**src/rtl/i2c_stat_pkg.sv**
```systemverilog
package i2c_stat_pkg;

    // Status word, bit 7 first
    typedef struct packed {
        logic tcf;
        logic iaas;
        logic busy;
        logic arbl;
        logic rsvd;
        logic srw;
        logic iflag;
        logic rxak;
    } stat_t;

    // Bus events from the line monitor, one cycle each
    typedef struct packed {
        logic start;
        logic stop;
        logic byte_beg;
        logic ack_smp;
        logic ack_val;
        logic byte_done;
    } bus_ev_t;

    localparam int ARBL_BIT  = 4;
    localparam int IFLAG_BIT = 1;

    localparam stat_t STAT_RESET = '{tcf: 1'b1, default: 1'b0};

    function automatic logic w1c_hit(input logic wr, input logic [7:0] data, input int pos);
        return wr && data[pos];
    endfunction

endpackage

```
**src/rtl/i2c_line_mon.sv**
```systemverilog
module i2c_line_mon
    import i2c_stat_pkg::*;
#(
    parameter int SYNC_STAGES = 2,
    parameter int BYTE_CLKS   = 9
) (
    input  logic    clk,
    input  logic    rst,
    input  logic    scl_in,
    input  logic    sda_in,
    output bus_ev_t ev,
    output logic    scl_s
);
    localparam int CW = $clog2(BYTE_CLKS + 1);
    localparam logic [CW-1:0] LAST = CW'(BYTE_CLKS);
    localparam logic [CW-1:0] PREV = CW'(BYTE_CLKS - 1);

    logic [SYNC_STAGES-1:0] scl_sr, sda_sr;
    logic scl_d, sda_d, sda_s;
    logic scl_rise, scl_fall, sda_rise, sda_fall;
    logic [CW-1:0] cnt;

    always_ff @(posedge clk) begin
        if (rst) begin
            scl_sr <= '1;
            sda_sr <= '1;
            scl_d  <= 1'b1;
            sda_d  <= 1'b1;
        end else begin
            scl_sr <= {scl_sr[SYNC_STAGES-2:0], scl_in};
            sda_sr <= {sda_sr[SYNC_STAGES-2:0], sda_in};
            scl_d  <= scl_s;
            sda_d  <= sda_s;
        end
    end

    assign scl_s = scl_sr[SYNC_STAGES-1];
    assign sda_s = sda_sr[SYNC_STAGES-1];

    assign scl_rise = scl_s & ~scl_d;
    assign scl_fall = ~scl_s & scl_d;
    assign sda_rise = sda_s & ~sda_d;
    assign sda_fall = ~sda_s & sda_d;

    always_ff @(posedge clk) begin
        if (rst) begin
            cnt <= '0;
        end else if (ev.start || ev.stop) begin
            cnt <= '0;
        end else if (scl_rise && cnt != LAST) begin
            cnt <= cnt + 1'b1;
        end else if (scl_fall && cnt == LAST) begin
            cnt <= '0;
        end
    end

    always_comb begin
        ev.start     = sda_fall & scl_s & scl_d;
        ev.stop      = sda_rise & scl_s & scl_d;
        ev.byte_beg  = scl_rise && cnt == '0;
        ev.ack_smp   = scl_rise && cnt == PREV;
        ev.ack_val   = sda_s;
        ev.byte_done = scl_fall && cnt == LAST;
    end

    assert_cnt_wrap_R3: assert property (@(posedge clk) disable iff (rst)
        ev.byte_done |=> cnt == '0);

endmodule

```
**src/rtl/i2c_stat_regs.sv**
```systemverilog
module i2c_stat_regs
    import i2c_stat_pkg::*;
(
    input  logic       clk,
    input  logic       rst,
    input  bus_ev_t    ev,
    input  logic       match_stb,
    input  logic       rw_bit,
    input  logic       arb_lost_stb,
    input  logic       ctl_wr,
    input  logic       dma_en,
    input  logic       st_wr,
    input  logic [7:0] st_wdata,
    output stat_t      st
);
    logic arb_clr, if_clr, if_set;

    assign arb_clr = w1c_hit(st_wr, st_wdata, ARBL_BIT);
    assign if_clr  = w1c_hit(st_wr, st_wdata, IFLAG_BIT);
    assign if_set  = (ev.byte_done && !dma_en) || arb_lost_stb || match_stb;

    always_ff @(posedge clk) begin
        if (rst) begin
            st <= STAT_RESET;
        end else begin
            // transfer complete
            if (ev.byte_done)     st.tcf <= 1'b1;
            else if (ev.byte_beg) st.tcf <= 1'b0;
            // addressed as slave and its R/W bit
            if (match_stb) begin
                st.iaas <= 1'b1;
                st.srw  <= rw_bit;
            end else if (ctl_wr) begin
                st.iaas <= 1'b0;
            end
            // bus busy
            if (ev.start)     st.busy <= 1'b1;
            else if (ev.stop) st.busy <= 1'b0;
            // arbitration lost
            if (arb_lost_stb) st.arbl <= 1'b1;
            else if (arb_clr) st.arbl <= 1'b0;
            // interrupt flag
            if (if_set)      st.iflag <= 1'b1;
            else if (if_clr) st.iflag <= 1'b0;
            // acknowledge sample
            if (ev.ack_smp) st.rxak <= ev.ack_val;
            st.rsvd <= 1'b0;
        end
    end

    assert_tcf_set_R3: assert property (@(posedge clk) disable iff (rst)
        ev.byte_done |=> st.tcf);
    assert_busy_set_R4: assert property (@(posedge clk) disable iff (rst)
        ev.start |=> st.busy);
    assert_busy_clr_R4: assert property (@(posedge clk) disable iff (rst)
        (ev.stop && !ev.start) |=> !st.busy);
    assert_arb_w1c_R7: assert property (@(posedge clk) disable iff (rst)
        (st_wr && st_wdata[ARBL_BIT] && !arb_lost_stb) |=> !st.arbl);
    assert_dma_noflag_R9: assert property (@(posedge clk) disable iff (rst)
        (dma_en && !st.iflag && !match_stb && !arb_lost_stb) |=> !st.iflag);
    assert_iaas_clr_R5: assert property (@(posedge clk) disable iff (rst)
        (ctl_wr && !match_stb) |=> !st.iaas);

endmodule

```
**src/rtl/i2c_irq_dma.sv**
```systemverilog
module i2c_irq_dma (
    input  logic clk,
    input  logic rst,
    input  logic byte_done,
    input  logic dma_en,
    input  logic master,
    input  logic tx_mode,
    input  logic iflag,
    input  logic ien,
    input  logic busy,
    input  logic ctl_wr,
    input  logic ctl_rsta,
    output logic irq,
    output logic dma_tx_req,
    output logic dma_rx_req,
    output logic rsta_req
);
    logic dma_fire;

    assign dma_fire = byte_done && dma_en && master;
    assign irq      = iflag & ien;

    always_ff @(posedge clk) begin
        if (rst) begin
            dma_tx_req <= 1'b0;
            dma_rx_req <= 1'b0;
            rsta_req   <= 1'b0;
        end else begin
            dma_tx_req <= dma_fire && tx_mode;
            dma_rx_req <= dma_fire && !tx_mode;
            rsta_req   <= ctl_wr && ctl_rsta && master && busy;
        end
    end

    assert_dma_onehot_R9: assert property (@(posedge clk) disable iff (rst)
        $onehot0({dma_tx_req, dma_rx_req}));
    assert_dma_pulse_R9: assert property (@(posedge clk) disable iff (rst)
        (dma_tx_req || dma_rx_req) |=> !(dma_tx_req || dma_rx_req));
    assert_rsta_pulse_R11: assert property (@(posedge clk) disable iff (rst)
        rsta_req |=> !rsta_req);
    assert_rsta_idle_R11: assert property (@(posedge clk) disable iff (rst)
        (ctl_wr && !busy) |=> !rsta_req);

endmodule

```
**src/rtl/i2c_status_unit.sv**
```systemverilog
module i2c_status_unit
    import i2c_stat_pkg::*;
#(
    parameter int SYNC_STAGES = 2,
    parameter int BYTE_CLKS   = 9
) (
    input  logic       clk,
    input  logic       rst,
    input  logic       scl_in,
    input  logic       sda_in,
    input  logic       match_stb,
    input  logic       rw_bit,
    input  logic       arb_lost_stb,
    input  logic       ctl_ien,
    input  logic       ctl_dma,
    input  logic       ctl_master,
    input  logic       ctl_tx,
    input  logic       ctl_wr,
    input  logic       ctl_rsta,
    input  logic       st_wr,
    input  logic [7:0] st_wdata,
    output logic [7:0] status,
    output logic       irq,
    output logic       dma_tx_req,
    output logic       dma_rx_req,
    output logic       rsta_req
);
    bus_ev_t ev;
    stat_t   st;
    logic    scl_s;

    i2c_line_mon #(.SYNC_STAGES(SYNC_STAGES), .BYTE_CLKS(BYTE_CLKS)) u_mon (
        .clk(clk), .rst(rst), .scl_in(scl_in), .sda_in(sda_in),
        .ev(ev), .scl_s(scl_s)
    );

    i2c_stat_regs u_regs (
        .clk(clk), .rst(rst), .ev(ev), .match_stb(match_stb), .rw_bit(rw_bit),
        .arb_lost_stb(arb_lost_stb), .ctl_wr(ctl_wr), .dma_en(ctl_dma),
        .st_wr(st_wr), .st_wdata(st_wdata), .st(st)
    );

    i2c_irq_dma u_irq (
        .clk(clk), .rst(rst), .byte_done(ev.byte_done), .dma_en(ctl_dma),
        .master(ctl_master), .tx_mode(ctl_tx), .iflag(st.iflag), .ien(ctl_ien),
        .busy(st.busy), .ctl_wr(ctl_wr), .ctl_rsta(ctl_rsta), .irq(irq),
        .dma_tx_req(dma_tx_req), .dma_rx_req(dma_rx_req), .rsta_req(rsta_req)
    );

    assign status = st;

    // reserved bit never set; checked against the line-monitor view of SCL
    assert_rsvd_zero_R2: assert property (@(posedge clk) disable iff (rst)
        scl_s |-> status[3] == 1'b0);
    assert_irq_gate_R8: assert property (@(posedge clk) disable iff (rst)
        !ctl_ien |-> !irq);

endmodule

```
**config.mk**
```make
export PLATFORM = sky130hd
export DESIGN_NAME = i2c_status_unit
export DESIGN_NICKNAME = d
export VERILOG_FILES = /design/src/rtl/i2c_stat_pkg.sv /design/src/rtl/i2c_line_mon.sv /design/src/rtl/i2c_stat_regs.sv /design/src/rtl/i2c_irq_dma.sv /design/src/rtl/i2c_status_unit.sv
export SDC_FILE = /design/constraint.sdc
export NUM_CORES = 1
export LEC_CHECK = 0
export BUFFER_PORTS_ARGS = -buffer_cell sky130_fd_sc_hd__clkbuf_2
export CAP_MARGIN = 20
export CORE_MARGIN = 2
export CORE_UTILIZATION = 46
export CTS_CLUSTER_DIAMETER = 50
export DETAILED_ROUTE_END_ITERATION = 12
export GPL_TIMING_DRIVEN = 0
export PLACE_DENSITY = 0.84
export RECOVER_POWER = 50
export REMOVE_ABC_BUFFERS = 1
export SYNTH_ARGS = -nofsm -noshare
export SYNTH_HDL_FRONTEND = slang
export SYNTH_HIERARCHICAL = 1
export SYNTH_SLANG_ARGS = --single-unit
export TNS_END_PERCENT = 1
```
**constraint.sdc**
```tcl
create_clock -name clk -period 1.97 [get_ports clk]
set_clock_uncertainty 0.15 [all_clocks]
set_input_delay 0.2955 -clock clk [delete_from_list [all_inputs] [get_ports clk]]
set_output_delay 0.2955 -clock clk [all_outputs]
set_load 0.1 [all_outputs]
```
==> flow_summary.toml <==
[clocking]
numCtsBuffers = 3
clockBufferDepth = 2
cts_tree = "yes"
insertion_delay_ps = 300
cts_hold_buf = 0
cts_setup_buffers = 0
clk_pin_slew_ps = 110
h-tree-depth = 1
clock-sinks = 20
root_buffer = "clkbuf_4"
cts-resized-gates = 0

[logic_synthesis]
syn_inst = 91
syn_area_um2 = 881
syn_area_per_cell_um2 = 9.68
yosys_warnings = 6
synth_xor_area_share_pct = 0.994
synth_flop_cell = "dfxtp_1"
synth.area.mux_share_pct = 3.41
yosysSeqAreaShare_pct = 45.5
synthSimpleGateAreaFrac_pct = 29.0
synthAdderAreaFrac_pct = 4.26
synth_seq_cells = 20
synth_top_family_by_area = "simple AND/OR/NAND/NOR gates"
synth_cell_types = 35
synth_edf_count = 0
async_flop_share_pct = 0
synth_compound_area_share_pct = 11.2

[floorplan]
pin_count = 34
die_w_um = 47.8
die-area_um2 = 2280
rows = 15
die_h_um = 47.8
core_area_um2 = 1760
initial_core_util_pct = 49.9

[worst_setup_path]
cp-start-kind = "register"
cp-end-kind = "output pin"
path_class = "reg -> out"
required_ps = 1520
reg2reg_depth = 5
worstPathMaxFanout = 3
cp_data_arrival_time_ps = 1260

[global_route]
antenna_found_initial = 0
grt_use_total_pct = 15.6
grt_pass1_vias = 581
grt_max_degree = 17
grt_pass1_wl_mm = 2.39
grt_overflow = 0

[cells_and_area]
drive_gt1_share_pct = 33.1
fin_cells = 143
diodes = 0
nFillCells = 177
area_growth_syn_to_layout_pct = 20.0
num-nets-final = 144
post-route-util_pct = 59.9

[detailed_routing]
routed_wl_mm = 1.65
firstDrtPassIters = 4
drt_iter0_markers = 7
vias = 724
wl_per_cell_um = 11.5
via_per_inst = 5.06
drc = 0
final_antenna_net_count = 0

[place]
place_inst = 139
port_buffers = 26
place_hpwl_mm = 1.30
place.gp.congestion = 0.801

[timing]
fin_hold_ws_ps = 27.7
max_freq_mhz = 586
final.period_utilization_pct = 86.6
rsz0062_at_grt = "no"
slew_violations = 0
finalHoldViolations = 0
worst_pin_slew_ps = 687
setup_viol = 0
setup_tns_ps = 0
finalCriticalPeriod_ps = 1710
slew_headroom_pct = 54.2

[power]
pwr_density_cell_nw_per_um2 = 748
irDropWorstVdd_uv = 431
power_mw = 0.791
leakagePower_nw = 0.477

[run]
max-cap-violations = 0

[min_path]
worstHoldPathCells = 2
hold_path.class = "in -> reg"

[outcome]
status = "finished, final reports clean"
## kinds of logic (layout without fill, tap and decap cells)
kind of cell / Yosys count / count (layout)
AOI/OAI and AO/OA: 14 / 14
xor gates and xnor gates: 1 / 1
adders and majority gates: 3 / 3
buffers and inverters: 10 / 37
DFF: 20 / 20
muxes: 3 / 3
other: 1 / 1
and+or+nand+nor: 39 / 39
## layout by cell type, fill, tap and decap left out, types with 2 or more instances in the layout
| cell type | instances |
|---|---|
| nor3_1 | 2 |
| mux2i_1 | 3 |
| clkbuf_2 | 25 |
| nand3_1 | 2 |
| clkbuf_4 | 3 |
| inv_1 | 7 |
| nor3b_1 | 4 |
| nand2_1 | 3 |
| nand3b_1 | 2 |
| nor2_1 | 4 |
| and4_1 | 2 |
| or2_2 | 6 |
| ha_1 | 3 |
| nand2b_1 | 3 |
| o21ai_0 | 2 |
| nand4b_1 | 2 |
| a21oi_1 | 6 |
| dfxtp_1 | 20 |
## worst max-delay path, cell delays in order, from the launching register on
cell and delay (ps):
dfxtp_1 380, and2_1 130, clkbuf_2 450
## per-layer routing
metal	wire length [um]	GRT usage, %	vias to the layer above
met4	11	4.86	0
met3	82	6.79	2
li1	-	-	369
met5	0	0	-
met2	831	26.4	15
met1	719	17.5	338
## power breakdown
part | total, mW | switching, mW | internal [mW]
Clock | 0.228 | 0.116 | 0.113
Combinational | 0.134 | 0.0977 | 0.0358
Sequential | 0.429 | 0.0117 | 0.418
Total | 0.791 | 0.225 | 0.566
## area by class of cell
class                           instances  area (um^2)  share of cell area [%]
Clock buffer                            4         36.3                    3.43
Inverter                                7         26.3                    2.49
Multi-Input combinational cell         61          434                    41.1
Sequential cell                        20          400                    37.9
Tap cell                               25         31.3                    2.96
Timing Repair Buffer                   26          129                    12.2
## state kept, by name, indices dropped and copies added (netlist names)
register and count:
u_irq/rsta_req 1, u_mon/scl_d 1, u_regs/st 7, u_mon/scl_sr 2, u_mon/sda_sr 2, u_irq/dma_tx_req 1, u_mon/cnt 4, u_irq/dma_rx_req 1
u_mon/sda_d 1
## Yosys cell counts (2+ instances only)
cell,instances,area [um^2]
nand2b_1,3,18.8
a21oi_1,6,30.0
nor3_1,2,10.0
dfxtp_1,20,400
nand2_1,3,11.3
or2_2,6,37.5
inv_1,7,26.3
nor3b_1,4,30.0
o21ai_0,2,10.0
and4_1,2,17.5
nand3_1,2,10.0
nor2_1,4,15.0
nand3b_1,2,15.0
buf_4,2,15.0
ha_1,3,37.5
nand4b_1,2,17.5
mux2i_1,3,30.0
## path summary, 6_finish.rpt
kind                                                  from                          to  slack, ps
worst max-delay path             u_regs/st[1]$_SDFFE_PP0P_                         irq        260
worst min-delay path                                scl_in  u_mon/scl_sr[0]$_SDFF_PP1_         30
worst max register to register   u_mon/cnt[0]$_SDFFE_PP0P_   u_regs/st[1]$_SDFFE_PP0P_        330
worst min register to register  u_mon/scl_sr[0]$_SDFF_PP1_  u_mon/scl_sr[1]$_SDFF_PP1_        270
## metrics by stage
| step | cell area (um^2) | setup slack (ps) |
|---|---|---|
| 4_1_cts | 1060 | 241 |
| 6_report | 1060 | 264 |
| 5_1_grt | 1060 | 204 |
| 2_1_floorplan | 861 | -280 |
| 3_3_place_gp | 1020 | 430 |
| 3_5_place_dp | 1020 | 377 |
(Power assumes the default switching activity.)
